## src/rtl/cmd_link_rx.sv

```systemverilog
module cmd_link_rx #(
  parameter int FRAME_BITS = 64,
  parameter int NUM_CODES  = 59
) (
  input  logic                    clk,
  input  logic                    rst_n,
  input  logic                    sclk,
  input  logic                    sgate,
  input  logic                    sdata,
  output logic [FRAME_BITS-9:0]   cmd_body,
  output logic                    cmd_valid,
  output logic                    csum_err,
  output logic                    code_err,
  output logic                    frame_err
);
  localparam int BODY_W = FRAME_BITS - 8;
  localparam int NBYTES = FRAME_BITS / 8;
  localparam int CW     = $clog2(FRAME_BITS);
  localparam logic [CW-1:0] LAST = CW'(FRAME_BITS - 1);

  logic                  sclk_q, done;
  logic [CW-1:0]         cnt;
  logic [FRAME_BITS-1:0] shreg, next_word;
  logic [7:0]            sum;

  wire bit_stb = sclk & ~sclk_q;
  assign next_word = {shreg[FRAME_BITS-2:0], sdata};

  always_comb begin
    sum = '0;
    for (int i = 0; i < NBYTES - 1; i++)
      sum = sum + next_word[FRAME_BITS-1-8*i -: 8];
  end

  wire sum_ok  = (sum == next_word[7:0]);
  wire code_ok = int'(next_word[FRAME_BITS-1 -: 8]) < NUM_CODES;

  always_ff @(posedge clk) begin
    if (!rst_n) begin
      sclk_q    <= 1'b0;
      done      <= 1'b0;
      cnt       <= '0;
      shreg     <= '0;
      cmd_body  <= '0;
      cmd_valid <= 1'b0;
      csum_err  <= 1'b0;
      code_err  <= 1'b0;
      frame_err <= 1'b0;
    end else begin
      sclk_q    <= sclk;
      cmd_valid <= 1'b0;
      csum_err  <= 1'b0;
      code_err  <= 1'b0;
      frame_err <= 1'b0;
      if (!sgate) begin
        cnt  <= '0;
        done <= 1'b0;
        if (cnt != '0) frame_err <= 1'b1;
      end else if (bit_stb && !done) begin
        shreg <= next_word;
        if (cnt == LAST) begin
          cnt  <= '0;
          done <= 1'b1;
          if (!sum_ok)       csum_err <= 1'b1;
          else if (!code_ok) code_err <= 1'b1;
          else begin
            cmd_valid <= 1'b1;
            cmd_body  <= next_word[FRAME_BITS-1:8];
          end
        end else begin
          cnt <= cnt + 1'b1;
        end
      end
    end
  end

  assert_flags_exclusive_R9: assert property (@(posedge clk) disable iff (!rst_n)
    $onehot0({cmd_valid, csum_err, code_err, frame_err}));

  assert_legal_code_R5: assert property (@(posedge clk) disable iff (!rst_n)
    cmd_valid |-> int'(cmd_body[BODY_W-1 -: 8]) < NUM_CODES);

  assert_body_held_R4: assert property (@(posedge clk) disable iff (!rst_n)
    !cmd_valid |-> $stable(cmd_body));

  assert_frame_err_gate_low_R6: assert property (@(posedge clk) disable iff (!rst_n)
    frame_err |-> $past(!sgate));

  assert_decode_on_edge_R1: assert property (@(posedge clk) disable iff (!rst_n)
    (cmd_valid || csum_err || code_err) |-> $past(sgate && sclk));
endmodule

```

## config.mk

```make
export PLATFORM = sky130hd
export DESIGN_NAME = cmd_link_rx
export DESIGN_NICKNAME = d
export VERILOG_FILES = /design/src/rtl/cmd_link_rx.sv
export SDC_FILE = /design/constraint.sdc
export NUM_CORES = 1
export LEC_CHECK = 0
export BUFFER_PORTS_ARGS = -buffer_cell sky130_fd_sc_hd__buf_2
export CAP_MARGIN = 20
export CORE_ASPECT_RATIO = 0.7
export CORE_MARGIN = 5
export CORE_UTILIZATION = 40
export CTS_CLUSTER_SIZE = 8
export DETAILED_ROUTE_END_ITERATION = 10
export SYNTH_ARGS = -nofsm -noshare
export SYNTH_HDL_FRONTEND = slang
export SYNTH_SLANG_ARGS = --single-unit
```

## constraint.sdc

```tcl
create_clock -name clk -period 12.9 [get_ports clk]
set_input_delay 0.645 -clock clk [delete_from_list [all_inputs] [get_ports clk]]
set_output_delay 0.645 -clock clk [all_outputs]
set_load 0.02 [all_outputs]
```

# ---- Word-level counts from Yosys, hierarchy flattened
# Cells that the tools add are included.
dict set report classes {
  n_addsub 7
  n_mul 0
  div_mod_pow 0
  n_lt_le_gt_ge 1
  eq_ne 2
  shift 0
  muxes 5
  bitwise_logic 3
  reduce_logical 10
}
# op n
set op_table {}
lappend op_table {{adder 8 bit} 6}
lappend op_table {{AND reduction 5 bit} 2}
lappend op_table {{equality test 8 bit} 1}
lappend op_table {{< comparator 8 x 6 -> 1 bit (second input constant)} 1}
lappend op_table {{adder 6 x 1 -> 6 bit (second input constant)} 1}
lappend op_table {{equality test 6 bit (second input constant)} 1}
lappend op_table {{2-to-1 mux 6 bit} 1}
lappend op_table {{AND reduction 2 bit} 3}
lappend op_table {{nonzero test 6 bit} 1}
lappend op_table {{2-to-1 mux 1 bit} 4}
lappend op_table {{AND reduction 4 bit} 1}
lappend op_table {{NOT 1 bit} 2}
lappend op_table {{OR reduction 2 bit} 1}
lappend op_table {{AND 1 bit} 1}
lappend op_table {{logical AND 1 bit} 1}
lappend op_table {{logical NOT 1 bit} 1}
dict set report word_totals {
  register_bits 131
  latchBits 0
  ram_bits 0
  romBits 0
  inputBits 5
  output_inout_bits 60
  elab_cells 37
  n_memories 0
}

# ---- Longest topological paths before layout
dict set report depth {
  word_depth 8
  ltp_mapped 18
  depth_no_buf 16
}

# ---- Worst setup path after synthesis
# No wires, ideal clock.
dict set report synth_path {
  path_kind {reg2reg}
  startpoint {reg shreg[9]}
  endpoint {reg cmd_body[16]}
  setup_ps 132
  t_arrival_ps 4378
  t_required_ps 12768
  slack_ps 8390
  stages_incl_launch_ff 16
  n_path_buf 2
  synth_period_minus_slack_ps 4510
  path_cell_list {dfxtp_1 -> fa_1 -> inv_1 -> fa_1 -> fa_1 -> inv_1 -> fa_1 -> fa_1 -> xnor2_1 -> nand3_1 -> nor4_1 -> o211ai_1 -> buf_2 -> buf_1 -> o31ai_1 -> a21oi_1}
}
dict set report synth_via {
  elab_chain_cells 3
}
# element line_no
set synth_lines {}
lappend synth_lines {{from (decl)} 23} ;# logic [FRAME_BITS-1:0] shreg, next_word;
lappend synth_lines {{from (signal assigned)} 60} ;# shreg <= next_word;
lappend synth_lines {{adder 8 bit} 32} ;# sum = sum + next_word[FRAME_BITS-1-8*i -: 8];
lappend synth_lines {{equality test 8 bit} 35} ;# wire sum_ok = (sum == next_word[7:0]);
lappend synth_lines {{AND reduction 5 bit (no source line)} -}
lappend synth_lines {{to (signal assigned)} 68} ;# cmd_body <= next_word[FRAME_BITS-1:8];
lappend synth_lines {{to (decl)} 10} ;# output logic [FRAME_BITS-9:0] cmd_body,
# No other way between the ends.
# A chain may end at the register's enable or synchronous reset.

# ---- Worst setup path in the final report
dict set report layout_path {
  startpoint {reg shreg[9]}
  endpoint {reg cmd_body[15]}
}
# Same word-level chain as after synthesis.

==> out/metrics.csv <==
stage,metric,value,unit
final_layout,nNetsFinal,791,
placed_design,dp_hpwl,10600,microns
final_layout,n_antenna_cell,0,
critical_path,setup.worst_path.end_class,register,
yosys,ys.flop_type,dfxtp_1,
cts,root_buffer,clkbuf_16,
power,ir_drop,0.0727,mV
cts,path_clk_slew,0.06,ns
floorplanning,dieWidth,159,microns
timing,slew_viol_final,0,
yosys,synthMuxAreaShare,0,%
yosys,yosysWarnings,0,
detailed_routing,firstDrtPassIters,4,
cts,cts_buffers,17,
final_layout,area_growth,17.8,%
min_path,min_path_type,in2reg,
critical_path,start_kind,register,
yosys,netlist.area_leader.share,42.1,%
floorplanning,row_count,38,
final_layout,final_common_cell,dfxtp_1,
floorplanning,core,15400,sq um
cts,cts_tree,built,
timing,max_freq,0.180,GHz
timing,grt_setup_unrepaired,no,
global_routing,grt_pass1_vias,5116,
yosys,ys_types,36,
final_layout,multi_input_area,3220,sq um
timing,slew_headroom,38.7,%
cts,cts_resized,0,
floorplanning,start_util,40.5,%
detailed_routing,drcViolationCount,0,
cts,clockBufferDepth,2,
yosys,synth_top_family_by_area,compound AO/OA/AOI/OAI gates,
yosys,syn_area_per_cell,8.78,sq um
yosys,synthesis.nets,758,
yosys,synthTopCellsByArea,"dfxtp_1 42%, fa_1 10%, a21oi_1 9.9%, nand2_1 7.9%, o31ai_1 6.5%",
run_status,status,finished clean,
cts,insertion_delay,0.42,ns
final_layout,fill_cells,1465,
detailed_routing,ant_nets,0,
detailed_routing,wl_per_cell,16.7,microns
final_layout,top_regs,"shreg (63), cmd_body (56), cnt (6)",
critical_path,crit_type,reg2reg,
detailed_routing,vias,5257,
global_routing,antenna_found_initial,0,
yosys,mappedNetlistArea,6230,sq um
power,p_per_area,130,nW/um^2
yosys,synth_top_area_cell,dfxtp_1,
cts,cts.htree.levels,4,
timing,fin_hold_ws,0.444,ns
timing,setup_viol_count_final,0,
yosys,yosys.area_share.simple,16.6,%
global_routing,grt_usage,18.0,%
critical_path,cp_max_fo,34,
global_routing,grt_pass1_wl,26600,microns
detailed_routing,via_per_inst,5.50,
yosys,yosysSeqAreaShare,42.1,%
yosys,synth-adder-area-share,12.5,%
detailed_routing,drt_iter0_markers,367,
run,drv_cap,0,
cts,post-cts-setup-buffers,0,
floorplanning,ios,65,
final_layout,regMostFlops,shreg,
floorplanning,die_area,18200,sq um
final_layout,drive_gt1_share,15.2,%
final_layout,largest_reg_flops,63,
global_routing,grt_overflow,0,
global_routing,grt_max_degree,119,
power,p_leak,2.74,nW
final_layout,final_cell_mix,"131 x dfxtp_1, 130 x nand2_1, 123 x a21oi_1, 64 x buf_2, 56 x nand4_1",
critical_path,cp_data_required_time,13.25,ns
floorplanning,die_h,114,microns
placed_design,portBuffers,64,
placed_design,place_congestion,0.853,
timing,worst_slew_pin_slew,0.916,ns
yosys,synth-xor-area-share,4.30,%
critical_path,crit_arrival,5.91,ns
timing,hold_viol,0,
cts,clock_sink_count,131,
final_layout,regArea,2620,sq um
detailed_routing,detail_route.wirelength,16000,microns
yosys,async_reset_ff_share,0,%
timing,setup_tns,0,ns
yosys,synthCells,710,
yosys,ys_ff_latch,131,
yosys,synth_compound_area_share,17.7,%
timing,period_needed,5.57,ns
yosys,synth_edf_count,0,
cts,hold_buffers,0,
timing,skew,0.00802,ns
timing,post-route-period-util,43.1,%
==> path summary, 6_finish.rpt <==
kind,slack [ns],cells after the start,start,end
worst min-delay path,0.44,2,sclk,sclk_q
worst max register to register,7.33,14,shreg[9],cmd_body[15]
worst max-delay path,7.33,14,shreg[9],cmd_body[15]
worst min register to register,0.47,2,cmd_body[3],cmd_body[3]
==> metal layers <==
| layer | wire length, microns | GRT usage (%) | vias up |
|---|---|---|---|
| li1 | - | - | 2525 |
| met2 | 7070 | 27.1 | 129 |
| met5 | 0 | 0 | - |
| met4 | 165 | 5.74 | 0 |
| met3 | 832 | 4.82 | 14 |
| met1 | 7880 | 25.4 | 2589 |
==> per-stage QoR <==
stage               power (mW)  utilization (%)  cells  area [sq um]  setup WS, ns
CTS                      0.961             47.2    953          7280          7.30
finish                   0.954             47.7    956          7340          7.33
global route             0.986             47.7    956          7340          7.06
detailed placement       0.441             43.1    921          6640          7.32
floorplan                0.434                -    710          6230          8.39
global placement         0.440             43.0    920          6620          7.53
==> where the power goes <==
part	switching, mW	internal, mW
registers	0.000495	0.405
logic	0.0228	0.00571
clock network	0.176	0.344
total	0.200	0.755
==> cells in the mapped netlist, types with 2 or more instances <==
| cell | number |
|---|---|
| dfxtp_1 | 131 |
| nand2_1 | 131 |
| a21oi_1 | 123 |
| nand4_1 | 56 |
| o31ai_1 | 54 |
| clkbuf_1 | 44 |
| inv_1 | 39 |
| fa_1 | 32 |
| xnor2_1 | 14 |
| nor2_1 | 13 |
| ha_1 | 11 |
| buf_2 | 8 |
| xor2_1 | 7 |
| nand3_1 | 6 |
| a211oi_1 | 4 |
| buf_6 | 4 |
| and2_1 | 3 |
| and3_1 | 3 |
| buf_1 | 3 |
| nor4_1 | 3 |
| xnor3_1 | 3 |
| buf_4 | 2 |
| o21ai_0 | 2 |
| or2_2 | 2 |
==> kinds of logic after synthesis <==
kind of cell               count (synthesis)
adders and majority gates                 43
buffers and inverters                    101
DFF                                      131
xor gates and xnor gates                  25
AOI/OAI and AO/OA                        188
and+or+nand+nor                          222
==> cell type report <==
cell class                 instances  area share [%]
clock buffer                      24            6.70
clock inverter                     8            2.01
inverter                          40            2.04
multi-input combinational        478            43.9
sequential                       131            35.7
tap                              200            3.41
timing repair buffer              75            6.27
==> worst max-delay path: stages (launching register included) <==
cell      delay, ns
dfxtp_1        0.37
fa_1           0.57
inv_1          0.06
fa_1           0.50
fa_1           0.54
inv_1          0.05
fa_1           0.51
fa_1           0.48
nand3_1        0.14
a21oi_1        0.10
a211oi_1       0.73
xor2_4         0.62
buf_4          0.49
o31ai_1        0.12
a21oi_1        0.17
Power figures use the tool's default switching activity.
